$ cat src/rtl/ecp_rev_pkg.sv
package ecp_rev_pkg;
  typedef enum logic [3:0] {
    S_IDLE,
    S_TURN,
    S_REV,
    S_LOOP,
    S_WAIT,
    S_EMIT,
    S_REL,
    S_REPLAY,
    S_DONE
  } rx_state_t;
endpackage

$ cat src/rtl/ecp_rev_timer.sv
module ecp_rev_timer #(
  parameter int TW = 12
) (
  input  logic          clk,
  input  logic          rst_n,
  input  logic          clr,
  input  logic [TW-1:0] limit,
  output logic          expire
);
  logic [TW-1:0] cnt_q, cnt_d;

  assign expire = (cnt_q == limit - TW'(1));

  always_comb begin
    cnt_d = cnt_q;
    if (clr)          cnt_d = '0;
    else if (!expire) cnt_d = cnt_q + TW'(1);
  end

  always_ff @(posedge clk or negedge rst_n) begin
    if (!rst_n) cnt_q <= '0;
    else        cnt_q <= cnt_d;
  end
endmodule

$ cat src/rtl/ecp_rev_runlen.sv
module ecp_rev_runlen (
  input  logic       clk,
  input  logic       rst_n,
  input  logic       load_cmd,
  input  logic [6:0] load_len,
  input  logic       cap_data,
  input  logic [7:0] cap_byte,
  input  logic       dec,
  output logic [6:0] run_len,
  output logic       armed,
  output logic [7:0] rep_byte
);
  logic [6:0] len_d;
  logic       arm_d;
  logic [7:0] rep_d;
  logic       rep_en;

  assign rep_en = cap_data && armed;

  always_comb begin
    len_d = run_len;
    arm_d = armed;
    if (load_cmd) begin
      len_d = load_len;
      arm_d = 1'b1;
    end else if (rep_en) begin
      arm_d = 1'b0;
    end else if (dec) begin
      len_d = run_len - 7'd1;
    end
    rep_d = rep_en ? cap_byte : rep_byte;
  end

  always_ff @(posedge clk or negedge rst_n) begin
    if (!rst_n) begin
      run_len  <= '0;
      armed    <= 1'b0;
      rep_byte <= '0;
    end else begin
      run_len  <= len_d;
      armed    <= arm_d;
      rep_byte <= rep_d;
    end
  end
endmodule

$ cat src/rtl/ecp_rev_rx.sv
module ecp_rev_rx #(
  parameter int CNT_W       = 16,
  parameter int SETUP_TICKS = 125,
  parameter int RESP_TICKS  = 750,
  parameter int IDLE_TICKS  = 2000
) (
  input  logic             clk,
  input  logic             rst_n,
  input  logic             start,
  input  logic [CNT_W-1:0] req_count,
  input  logic [7:0]       data_in,
  input  logic             ack_n,
  input  logic             busy,
  input  logic             paper_err,
  output logic             data_drive_en,
  output logic             auto_feed_n,
  output logic             init_n,
  output logic             strobe_n,
  output logic             select_in_n,
  output logic [7:0]       byte_data,
  output logic             byte_valid,
  input  logic             byte_ready,
  output logic             chan_hit,
  output logic [6:0]       chan_id,
  output logic             done,
  output logic [CNT_W-1:0] done_count,
  output logic             done_timeout
);
  import ecp_rev_pkg::*;

  localparam int MAX_A = (SETUP_TICKS > RESP_TICKS) ? SETUP_TICKS : RESP_TICKS;
  localparam int MAX_T = (MAX_A > IDLE_TICKS) ? MAX_A : IDLE_TICKS;
  localparam int TW    = $clog2(MAX_T + 1);

  rx_state_t        st_q, st_d;
  logic             rev_q, rev_d;
  logic [CNT_W-1:0] rem_q, rem_d, cnt_q, cnt_d;
  logic             err_q, err_d;
  logic [7:0]       byte_q, byte_d;
  logic             ack_s, busy_s, perr_s;
  logic [7:0]       data_s;
  logic [TW-1:0]    limit;
  logic             t_exp, fire;
  logic             load_cmd, cap_data, rep_dec;
  logic [6:0]       run_len;
  logic             armed;
  logic [7:0]       rep_byte;
  logic             seen;

  // Input capture stage: all peripheral lines sampled together.
  always_ff @(posedge clk or negedge rst_n) begin
    if (!rst_n) begin
      ack_s  <= 1'b1;
      busy_s <= 1'b0;
      perr_s <= 1'b1;
      data_s <= '0;
    end else begin
      ack_s  <= ack_n;
      busy_s <= busy;
      perr_s <= paper_err;
      data_s <= data_in;
    end
  end

  assign seen     = (st_q == S_WAIT) && !ack_s;
  assign load_cmd = seen && !busy_s && !data_s[7];
  assign chan_hit = seen && !busy_s && data_s[7];
  assign chan_id  = data_s[6:0];
  assign cap_data = seen && busy_s;
  assign rep_dec  = (st_q == S_REPLAY) && byte_ready;

  always_comb begin
    case (st_q)
      S_TURN:  limit = TW'(SETUP_TICKS);
      S_WAIT:  limit = TW'(IDLE_TICKS);
      default: limit = TW'(RESP_TICKS);
    endcase
  end

  ecp_rev_timer #(.TW(TW)) u_timer (
    .clk(clk), .rst_n(rst_n), .clr(st_d != st_q), .limit(limit), .expire(t_exp)
  );

  ecp_rev_runlen u_run (
    .clk(clk), .rst_n(rst_n),
    .load_cmd(load_cmd), .load_len(data_s[6:0]),
    .cap_data(cap_data), .cap_byte(data_s),
    .dec(rep_dec),
    .run_len(run_len), .armed(armed), .rep_byte(rep_byte)
  );

  assign byte_valid = (st_q == S_EMIT) || (st_q == S_REPLAY);
  assign byte_data  = (st_q == S_REPLAY) ? rep_byte : byte_q;
  assign fire       = byte_valid && byte_ready;

  always_comb begin
    st_d   = st_q;
    rev_d  = rev_q;
    rem_d  = rem_q;
    cnt_d  = cnt_q;
    err_d  = err_q;
    byte_d = byte_q;
    unique case (st_q)
      S_IDLE: if (start) begin
        rem_d = req_count;
        cnt_d = '0;
        err_d = 1'b0;
        if (req_count == '0) st_d = S_DONE;
        else if (!rev_q) begin
          st_d  = S_TURN;
          rev_d = 1'b1;
        end else st_d = S_LOOP;
      end
      S_TURN: if (t_exp) st_d = S_REV;
      S_REV: begin
        if (!perr_s) st_d = S_LOOP;
        else if (t_exp) begin
          st_d  = S_DONE;
          err_d = 1'b1;
        end
      end
      S_LOOP: begin
        if (rem_q == '0) st_d = S_DONE;
        else if (run_len != '0 && !armed) st_d = S_REPLAY;
        else st_d = S_WAIT;
      end
      S_WAIT: begin
        if (!ack_s) begin
          st_d   = busy_s ? S_EMIT : S_REL;
          byte_d = data_s;
        end else if (t_exp) st_d = S_DONE;
      end
      S_EMIT: if (byte_ready) st_d = S_REL;
      S_REL: begin
        if (ack_s) st_d = S_LOOP;
        else if (t_exp) begin
          st_d  = S_DONE;
          err_d = 1'b1;
        end
      end
      S_REPLAY: if (byte_ready && (run_len == 7'd1 || rem_q == CNT_W'(1)))
        st_d = S_LOOP;
      S_DONE: st_d = S_IDLE;
      default: st_d = S_IDLE;
    endcase
    if (fire) begin
      rem_d = rem_q - CNT_W'(1);
      cnt_d = cnt_q + CNT_W'(1);
    end
  end

  always_ff @(posedge clk or negedge rst_n) begin
    if (!rst_n) begin
      st_q   <= S_IDLE;
      rev_q  <= 1'b0;
      rem_q  <= '0;
      cnt_q  <= '0;
      err_q  <= 1'b0;
      byte_q <= '0;
    end else begin
      st_q   <= st_d;
      rev_q  <= rev_d;
      rem_q  <= rem_d;
      cnt_q  <= cnt_d;
      err_q  <= err_d;
      byte_q <= byte_d;
    end
  end

  assign data_drive_en = !rev_q;
  assign auto_feed_n   = !rev_q || (st_q == S_REL);
  assign init_n        = !rev_q || (st_q == S_TURN);
  assign strobe_n      = 1'b1;
  assign select_in_n   = 1'b1;
  assign done          = (st_q == S_DONE);
  assign done_count    = cnt_q;
  assign done_timeout  = err_q;
endmodule

$ cat config.mk
export PLATFORM = sky130hd
export DESIGN_NAME = ecp_rev_rx
export DESIGN_NICKNAME = d
export VERILOG_FILES = /design/src/rtl/ecp_rev_pkg.sv /design/src/rtl/ecp_rev_timer.sv /design/src/rtl/ecp_rev_runlen.sv /design/src/rtl/ecp_rev_rx.sv
export SDC_FILE = /design/constraint.sdc
export NUM_CORES = 1
export LEC_CHECK = 0
export BUFFER_PORTS_ARGS = -buffer_cell sky130_fd_sc_hd__buf_2
export CAP_MARGIN = 20
export CORE_MARGIN = 2
export CORE_UTILIZATION = 50
export DETAILED_ROUTE_END_ITERATION = 12
export GPL_ROUTABILITY_DRIVEN = 0
export PLACE_DENSITY = 0.77
export SKIP_CTS_REPAIR_TIMING = 1
export SYNTH_ARGS = -nofsm -noshare
export SYNTH_HDL_FRONTEND = slang
export SYNTH_SLANG_ARGS = --single-unit
export TNS_END_PERCENT = 5
$ cat constraint.sdc
create_clock -name clk -period 3.5 [get_ports clk]
set_input_delay 0.35 -clock clk [delete_from_list [all_inputs] [get_ports clk]]
set_output_delay 0.35 -clock clk [all_outputs]
set_load 0.02 [all_outputs]
# Yosys cells after proc, flatten, opt, wreduce, memory -nomap -nowiden

Cells that the tools add are included.
W data, S select, Z words.

Flip-flop bits (word level): 84
Input bits: 31
Output and inout port bits: 40

Add/sub/neg operators: 5
Equal/unequal tests: 17
Muxes and demuxes: 34
Bitwise logic cells: 2
Reduce and logical (&&, ||, !) cells: 33

Operators with widths:

| cell                    | number |
|---|---|
| $mux W16                | 6 |
| $mux W4                 | 10 |
| $logic_not A16 Y1       | 2 |
| $pmux W4 S8             | 1 |
| $mux W11                | 2 |
| $pmux W11 S2            | 1 |
| $mux W7                 | 3 |
| $add A16 B1 Y16 const B | 1 |
| $eq A16 B1 Y1 const B   | 1 |
| $eq A4 B3 Y1 const B    | 4 |
| $sub A16 B1 Y16 const B | 1 |
| $add A11 B1 Y11 const B | 1 |
| $eq A11 B11 Y1          | 1 |
| $sub A11 B1 Y11 const B | 1 |
| $logic_and A1 B1 Y1     | 10 |
| $eq A4 B2 Y1 const B    | 2 |
| $mux W8                 | 1 |
| $ne A2 B2 Y1 const B    | 4 |
| $reduce_bool A2 Y1      | 4 |
| $eq A7 B1 Y1 const B    | 1 |
| $reduce_bool A7 Y1      | 1 |
| $sub A7 B1 Y7 const B   | 1 |
| $mux W1                 | 6 |
| $mux W2                 | 3 |
| other kinds (13)        | 23 |

# Depth between registers and ports, before layout

Gate-level depths: netlist (run 1).

Word-level depth: 9
Mapped depth: 10
Mapped depth without buffers: 8

# Hierarchy

A second synthesis (run 1) with hierarchy kept.

Cell total of the unflattened synthesis: 502
Area total of the unflattened synthesis: 4755.8 um2

By module, submodules not included:

| module         | times used | cells an instance | area each (um2) |
|---|---|---|---|
| ecp_rev_rx     | 1          | 317               | 3025.4 |
| ecp_rev_timer  | 1          | 115               | 969.7 |
| ecp_rev_runlen | 1          | 70                | 760.7 |

# Worst setup path before layout (run 1)

No wires, ideal clock.

Kind: reg-to-reg
Start: register st_q[2]
End: register u_timer.cnt_q[2]
Library setup time: 0.086 ns
Data arrival time: 2.473 ns
Setup slack: 0.941 ns
Cell stages (with the launch flop): 11
Period minus slack after synthesis: 2.559 ns
Cells stage by stage: dfrtp_1 > buf_6 > or4b_1 > buf_2 > mux2i_1 > or3_1 > buf_6 > a221oi_2 > o2111a_2 > o211ai_2 > nor3_1

Cells in the longest elaborated chain, start to end: 9
Elaborated cells between the ends (all ways): 23

RTL lines:

| element                                                   | line                                                    | RTL |
|---|---|---|
| from (decl)                                               | ecp_rev_rx.sv:35                                        | `rx_state_t st_q, st_d;` |
| from (signal assigned)                                    | ecp_rev_rx.sv:161                                       | `st_q <= st_d;` |
| $eq A4 B3 Y1 or $eq A4 B1 Y1 (tied branches)              | ecp_rev_rx.sv:73, ecp_rev_rx.sv:103                     |  |
| $pmux W11 S2                                              | ecp_rev_rx.sv:73                                        | `case (st_q)` |
| $sub A11 B1 Y11                                           | ecp_rev_timer.sv:12                                     | `assign expire = (cnt_q == limit - TW'(1));` |
| $eq A11 B11 Y1                                            | ecp_rev_timer.sv:12                                     |  |
| $mux W4                                                   | ecp_rev_rx.sv:117, ecp_rev_rx.sv:131, ecp_rev_rx.sv:136 |  |
| $mux W4 (on tied branches)                                | ecp_rev_rx.sv:135, ecp_rev_rx.sv:116, ecp_rev_rx.sv:128 |  |
| $pmux W4 S8                                               | ecp_rev_rx.sv:103                                       | `unique case (st_q)` |
| $ne A4 B4 Y1                                              | ecp_rev_rx.sv:81                                        | `.clk(clk), .rst_n(rst_n), .clr(st_d != st_q), .limit(limit), .expire(t_exp)` |
| $ne A2 B1 Y1 (no source line) or $mux W11 (tied branches) | -                                                       |  |
| to (signal assigned)                                      | ecp_rev_timer.sv:22                                     | `else cnt_q <= cnt_d;` |
| to (decl)                                                 | ecp_rev_timer.sv:10                                     | `logic [TW-1:0] cnt_q, cnt_d;` |

Parallel ways exist; a longest one is shown, timed or not.
A chain may end at the register's enable or synchronous reset.

# Final worst setup path (run 1)

Start: register st_q[0]
End: register u_timer.cnt_q[4]

Same word-level chain as after synthesis.

==> results.yml, run 1 <==
clock_tree:
  clkTransAtPathRegs_ps: 90
  cts_max_level: 3
  tritoncts: "built"
  insertion_delay_ps: 350
  root_buffer: "clkbuf_8"
  cts_buffer_depth: 2
  numCtsBuffers: 9
  cts.sinks: 84
final_layout:
  layout.area.seq_um2: 2100
  final_cell_mix: "82 x dfrtp_1, 71 x nand2_1, 67 x buf_2"
  final_common_cell: "dfrtp_1"
  multi_input_area_um2: 2040
  area.growth.synth_to_final_pct: 13.5
  instances_no_fill: 613
  design_area_um2: 4930
  nNetsFinal: 540
  fillCellCount: 690
  n_antenna_cell: 0
  final_layout_size_suffix_gt1_share_pct: 25.2
grt:
  grt_pass1_wl_mm: 16.0
  grt_pass1_vias: 3335
  grt_usage_pct: 20.3
  grt_max_degree: 85
  antenna_found_initial: 0
  gr-total-overflow: 0
floorplanning:
  rows: 33
  die_h_um: 97.2
  die_area_um2: 9440
  initial_core_util_pct: 52.3
  die_width_um: 97.2
  io_pins: 71
  core_um2: 8300
route:
  wl_met3_um: 614
  vias_per_cell: 5.83
  wirelength_mm: 9.48
  vias: 3574
  ant_nets: 0
  top_layer_used: "met4"
  wl_met2_mm: 4.43
  route.detailed.drc: 0
  wl_met1_mm: 4.32
  first_pass_iters: 5
  routedWlPerCell_um: 15.5
  drt_iter0_markers: 166
logic_synthesis:
  yosysUniqueCellTypes: 65
  synthArstFlopShare_pct: 100
  synthFlopType: "dfrtp_1"
  syn_area_per_cell_um2: 9.82
  synth-seq-cells: 84
  yosys_warnings: 0
  synth_cells: 442
  synth_edf_count: 0
  netlist_area_um2: 4340
  yosysSeqAreaShare_pct: 48.5
critical_path:
  r2r_cells: 7
  slowest_delay_ps: 620
  critPathArrivalTime_ps: 3210
  slowest_stage: "dfrtp_1"
  cp_max_fo: 16
  critPathRequiredTime_ps: 3770
  path_cells: "or4b_1 > mux2i_1 > or3_1 > a221oi_2 > o2111a_2 > o211ai_2 > nor3_1"
  critPathLaunchType: "register"
  critical_path.endpoint_type: "register"
  path_class: "reg2reg"
pwr:
  ir_worst_vdd_v: 0.000532
  cellPowerDensity_nw_per_um2: 724
  power.leakage_nw: 2.27
  fin_total_pwr_mw: 3.57
timing:
  tightestPinTransition_ps: 668
  finalSetupTns_ps: 0
  fin_crit_sh_pct: 84.0
  fin_skew_ps: 14.3
  maxSlewViolCount: 0
  rsz0062_at_grt: "false"
  max_slew_margin_pct: 55.5
  final_hold_viol_count: 0
  finalCriticalPeriod_ps: 2940
  timing.fmax_mhz: 340
  setup_viol: 0
place:
  place_area_um2: 4680
  io_buffers: 68
  dp_hpwl_mm: 6.77
  dp_cells: 595
outcome:
  status: "completed"
hold_path:
  whs_path_depth: 1
  min_path_type: "in2reg"
run:
  maxCapViolCount: 0
synthesized netlist by cell type, types with 3 or more instances:
cell	instances	area (um^2)
dfrtp_1	82	2050
nand2_1	71	267
nand3_1	32	160
o21ai_0	32	160
nor3_1	20	100
nor2_1	17	63.8
mux2_2	15	169
o211ai_1	12	90.1
clkbuf_1	10	37.5
inv_1	10	37.5
nand4_1	10	62.6
buf_4	9	67.6
a21oi_1	8	40.0
nor4_1	8	50.1
xor2_1	8	70.1
mux2i_1	7	70.1
xnor2_1	7	61.3
ha_1	6	75.1
or3_1	6	37.5
and3_1	5	31.3
o31ai_1	5	37.5
o311ai_0	4	35.0
nor4b_1	3	26.3
area by class of cell:
type                    instances  share of cell area [%]
clock inverters                 7                    1.68
repair buffers                 74                    8.33
flip-flops and latches         84                    42.7
multi-input cells             324                    41.3
well taps                     105                    2.67
inverters                      10                   0.762
clock buffers                   9                    2.51
worst max-delay path: cells and delay by family (launching register included):
family / cells / cell delay (ps)
compound gates: 3 / 780
flops: 1 / 620
mux: 1 / 170
simple gates: 3 / 1290
registers in the layout, indices dropped and copies added, names as in the netlist, 4 cells and up:
name / flops
rem_q: 16
data_s: 8
byte_q: 8
u_run.rep_byte: 8
done_count: 16
st_q: 4
u_run.run_len: 7
u_timer.cnt_q: 11
final timing paths:
check | from | end | slack, ps
setup reg to reg | st_q[0] | u_timer.cnt_q[4] | 560
hold reg to reg | byte_q[5] | byte_q[5] | 480
hold / removal | paper_err | perr_s | 90
min in group asynchronous | rst_n | rem_q[4] | 470
setup / recovery | st_q[0] | u_timer.cnt_q[4] | 560
max in group asynchronous | rst_n | ack_s | 2380
power breakdown:
part	switching, mW	internal [mW]	total (mW)
Clock	0.381	0.341	0.722
Combinational	0.828	0.555	1.38
Sequential	0.246	1.22	1.46
Total	1.46	2.11	3.57
per-stage QoR:
step	hold slack [ps]	setup WS, ps	utilization, %
6_report	90.8	558	59.4
5_1_grt	73.2	382	59.4
4_1_cts	80.9	587	58.9
3_5_place_dp	456	607	56.4
3_3_place_gp	455	717	56.4
2_1_floorplan	54.4	941	-
logic make-up (layout without fill, tap and decap cells):
logic type	Yosys count	count (layout)	share of synthesized area [%]
multiplexers	22	22	5.51
buffers and inverters	35	100	4.67
XOR/XNOR	15	15	3.03
flip-flops	84	84	48.5
AND/OR/NAND/NOR	199	199	23.9
other	1	2	0.0864
adder cells (fa/ha/maj)	6	6	1.73
AO/OA/AOI/OAI	80	80	12.6
routing by layer:
layer	GRT usage [%]	up-vias
met1	28.9	1713
met4	5.96	0
met3	3.74	11
li1	-	1719
met2	32.0	131
met5	0	-
Note: power is estimated with default switching activity, not from simulation.
==> run 2: changes to the inputs <==
PLACE_DENSITY = 0.8   (was 0.77)
clock period = 2.7 ns   (was 3.5 ns; I/O delays follow)
==> run 2 against run 1 <==
  * Worst hold slack got worse by 88 ps
  * Highest routed layer unchanged
  * Sequential share of layout area shrank 1.4 points
  * Utilization increased by 2.2 points
  * Worst setup slack got worse by 450 ps
  * Non-clock buffer count increased by 21
  * Critical path type unchanged
  * Die area did not move
  * Register-to-register slack got worse by 450 ps
==> results.yml, run 2 (synthesized netlist as in run 1, its figures left out) <==
outcome:
  status: "completed"
clock_tree:
  root_buffer: "clkbuf_8"
  cts.sinks: 84
  tritoncts: "built"
  clkTransAtPathRegs_ps: 90
  cts_max_level: 3
  numCtsBuffers: 9
  insertion_delay_ps: 370
  cts_buffer_depth: 2
pwr:
  swShare_pct: 41.3
  power_frac_clock_pct: 18.4
  p_int_mw: 2.82
  cellPowerDensity_nw_per_um2: 940
  switching_power_mw: 1.98
  p_seq_share_pct: 40.4
  power.leakage_nw: 2.36
  ir_worst_vdd_v: 0.000576
  power_frac_comb_pct: 41.2
grt:
  grt_usage_pct: 21.6
  met2_usage_pct: 34.1
  grt_pass1_vias: 3397
  grt_max_degree: 48
  grt_pass1_wl_mm: 16.5
  grt_use_met1_pct: 29.0
  gr-total-overflow: 0
  met3_usage_pct: 3.96
  antenna_found_initial: 0
  top_usage_layer: "met2"
place:
  dp_cells: 606
  io_buffers: 68
  dpl_worst_slack_ps: 91.9
  dp_hpwl_mm: 7.16
floorplanning:
  die_width_um: 97.2
  core_um2: 8300
  io_pins: 71
  die_h_um: 97.2
  die_area_um2: 9440
  rows: 33
  initial_core_util_pct: 52.3
route:
  first_pass_iters: 5
  drt_iter0_markers: 153
  vias: 3676
  wirelength_mm: 10.1
  ant_nets: 0
  routedWlPerCell_um: 15.9
  route.detailed.drc: 0
  vias_per_cell: 5.80
timing:
  finalCriticalPeriod_ps: 2590
  fin_skew_ps: 12.3
  setup_slack_ps: 109
  maxSlewViolCount: 0
  tightestPinTransition_ps: 524
  setup_viol: 0
  final_hold_viol_count: 0
  max_slew_margin_pct: 65.1
  timing.fmax_mhz: 386
  fin_crit_sh_pct: 96.0
critical_path:
  path_class: "reg2reg"
  critPathArrivalTime_ps: 2870
  critPathRequiredTime_ps: 2980
  crit_family: "simple AND/OR/NAND/NOR gates"
  slowest_stage: "or4b_4"
  critPathBufInv: 0
  path_cells: "or4b_4 > mux2i_1 > or3_1 > a221oi_2 > o2111a_2 > o211ai_2 > nor3_1"
  critical_path.endpoint_type: "register"
  cp_max_fo: 8
  slowest_delay_ps: 550
  critPathLaunchType: "register"
final_layout:
  final_common_cell: "dfrtp_1"
  fillCellCount: 720
  nNetsFinal: 561
  final_cell_mix: "78 x dfrtp_1, 71 x nand2_1, 67 x buf_2"
  n_antenna_cell: 0
  instances_no_fill: 634
  area.growth.synth_to_final_pct: 17.8
  final_layout_size_suffix_gt1_share_pct: 27.4
run:
  maxCapViolCount: 0
hold_path:
  min_path_type: "in2reg"
==> run 2: area by class of cell <==
class | instances | area (um^2) | share of cell area [%]
sequential | 84 | 2110 | 41.3
multi-input combinational | 324 | 2050 | 40.2
timing repair buffer | 95 | 586 | 11.5
tap | 105 | 131 | 2.57
clock buffer | 9 | 124 | 2.42
clock inverter | 7 | 67.6 | 1.32
inverter | 10 | 37.5 | 0.735
==> run 2: per-layer routing <==
metal | routed length, um | vias to the layer above
li1 | - | 1768
met1 | 4590 | 1768
met2 | 4710 | 127
met3 | 559 | 13
met4 | 193 | 0
met5 | 0 | -
==> run 2: per-stage QoR <==
stage | area (um^2) | power (mW) | TNS (ps) | hold WS, ps | util [%]
global route | 5110 | 5.15 | -2.20 | 4.82 | 61.6
global placement | 4780 | 3.81 | 0 | 278 | 57.6
floorplan | 4340 | 3.34 | 0 | -25.6 | -
detailed placement | 4780 | 3.88 | 0 | 284 | 57.6
CTS | 4970 | 4.78 | 0 | -118 | 59.9
finish | 5110 | 4.81 | 0 | 2.75 | 61.6
==> run 2: worst paths after layout <==
kind / slack, ps / cells past startpoint / start / endpoint
hold reg to reg: 480 / 1 / done_count[15] / done_count[15]
hold / removal: 3 / 1 / data_in[7] / data_s[7]
setup reg to reg: 110 / 7 / st_q[3] / u_timer.cnt_q[4]
max in group asynchronous: 1610 / 3 / rst_n / ack_s
setup / recovery: 110 / 7 / st_q[3] / u_timer.cnt_q[4]
min in group asynchronous: 410 / 2 / rst_n / done_count[8]
==> run 2: power groups by stage <==
stage	registers [mW]	clock network [mW]	logic, mW
5_1_grt	1.99	0.957	2.20
3_5_place_dp	1.95	0	1.94
2_1_floorplan	1.89	0	1.45
6_report	1.94	0.884	1.98
4_1_cts	1.92	0.902	1.95
3_3_place_gp	1.92	0	1.88
==> run 3: changes to the inputs <==
CORE_MARGIN = not set   (was 2)
RECOVER_POWER = 100   (was not set)
==> run 3 against run 2 <==
  * Critical path depth stayed put
  * Highest routed layer unchanged
  * Sequential share of layout area shrank 0.82 points
  * Sequential power barely moved
  * Largest power group unchanged
  * Worst setup slack got worse by 73 ps
  * The flow now finishes with violations (capacitance limit, slew limit)
  * Power grew 3.2%
  * Count of clock-buffer cells in the layout unchanged
==> results.yml, run 3 (synthesized netlist as in run 1, its figures left out) <==
outcome:
  status: "finished with violations"
  violations: "capacitance limit, slew limit"
final_layout:
  area.growth.synth_to_final_pct: 20.1
  design_area_um2: 5210
  postLayoutCoreUtil_pct: 62.8
  final_layout_size_suffix_gt1_share_pct: 25.7
  final_cell_mix: "79 x dfrtp_1, 71 x nand2_1, 42 x buf_2"
  final_common_cell: "dfrtp_1"
  nNetsFinal: 568
  n_antenna_cell: 0
timing:
  fin_crit_sh_pct: 98.7
  setup_viol: 0
  finalSetupTns_ps: 0
  max_slew_margin_pct: -9.81
  rsz0062_at_grt: "true"
  maxSlewViolCount: 28
  setup_slack_ps: 36.1
  finalCriticalPeriod_ps: 2660
  final_hold_viol_count: 0
  tightestPinTransition_ps: 1650
  timing.fmax_mhz: 375
  fin_skew_ps: 10.4
pwr:
  p_seq_share_pct: 39.2
  switching_power_mw: 2.04
  power.leakage_nw: 2.30
  cellPowerDensity_nw_per_um2: 952
  ir_worst_vdd_v: 0.000521
  power_frac_comb_pct: 42.0
  p_int_mw: 2.92
  swShare_pct: 41.0
  power_frac_clock_pct: 18.9
floorplanning:
  initial_core_util_pct: 52.3
  io_pins: 71
  die_h_um: 95.2
  rows: 33
  core_um2: 8300
  die_width_um: 95.2
  die_area_um2: 9050
clock_tree:
  cts.sinks: 84
  cts_buffer_depth: 2
  insertion_delay_ps: 360
  tritoncts: "built"
  root_buffer: "clkbuf_8"
  numCtsBuffers: 9
  clkTransAtPathRegs_ps: 90
  cts_max_level: 3
hold_path:
  min_path_type: "in2reg"
grt:
  grt_pass1_wl_mm: 16.6
  grt_usage_pct: 23.9
  grt_pass1_vias: 3507
  grt_max_degree: 85
  gr-total-overflow: 0
  antenna_found_initial: 0
place:
  dpl_worst_slack_ps: 49.4
  dp_hpwl_mm: 7.14
  io_buffers: 68
  place_area_um2: 4760
route:
  routedWlPerCell_um: 16.1
  ant_nets: 0
  wirelength_mm: 10.3
  drt_iter0_markers: 149
  vias_per_cell: 5.78
  route.detailed.drc: 0
  first_pass_iters: 4
  vias: 3704
critical_path:
  path_class: "reg2reg"
  critPathArrivalTime_ps: 2950
  critical_path.endpoint_type: "register"
  cp_max_fo: 8
  critPathLaunchType: "register"
  critPathRequiredTime_ps: 2980
run:
  maxCapViolCount: 1
[run 3: changes by cell type in the layout (fill, tap and decap cells not counted), sizes merged]
| cell | change |
|---|---|
| buf | -19 |
| bufinv | +1 |
| clkbuf | +26 |
| clkinv | -2 |
| clkinvlp | +2 |
| inv | -1 |
[run 3: layer usage]
| metal | share of wire [%] | GRT usage, % |
|---|---|---|
| met2 | 49 | 38.2 |
| met3 | 6.0 | 5.50 |
| met5 | 0 | 0 |
| met4 | 1.4 | 9.97 |
| met1 | 44 | 31.2 |
[run 3: path summary, 6_finish.rpt]
check                          start                 to  slack [ps]  cells after the start
setup / recovery             st_q[1]  u_timer.cnt_q[10]          40                      7
hold reg to reg            byte_q[5]          byte_q[5]         480                      2
min in group asynchronous      rst_n      done_count[9]         860                      2
hold / removal                  busy             busy_s          10                      1
setup reg to reg             st_q[1]  u_timer.cnt_q[10]          40                      7
max in group asynchronous      rst_n            st_q[2]         760                      2
[run 3: stage by stage]
stage                     power [mW]  hold WS [ps]  instances
after floorplan                 3.34         -25.6        443
after global placement          3.79           376        606
after detailed placement        3.88           377        606
after CTS                       4.83         -15.1        622
after global routing            5.29          3.78        641
final                           4.96          14.9        641
[run 3: critical path, stage by stage (launching register included)]
cell and delay [ps]:
dfrtp_2 460, or4b_4 580, mux2i_2 240, a2111o_1 150
or4b_4 460, a31o_1 240, nand3b_4 240, nor3_2 210
[run 3: power groups by stage]
stage / registers [mW] / clock network, mW / logic [mW]
5_1_grt: 2.00 / 1.00 / 2.29
6_report: 1.94 / 0.936 / 2.08
2_1_floorplan: 1.89 / 0 / 1.45
3_5_place_dp: 1.94 / 0 / 1.93
3_3_place_gp: 1.92 / 0 / 1.87
4_1_cts: 1.93 / 0.957 / 1.95
[run 3: area by class of cell]
cell class              instances  area, um^2
clock buffers                   9         124
fillers                       686        3090
well taps                     105         131
inverters                      10        37.5
repair buffers                102         611
flip-flops and latches         84        2110
clock inverters                 7        81.3
multi-input cells             324        2120
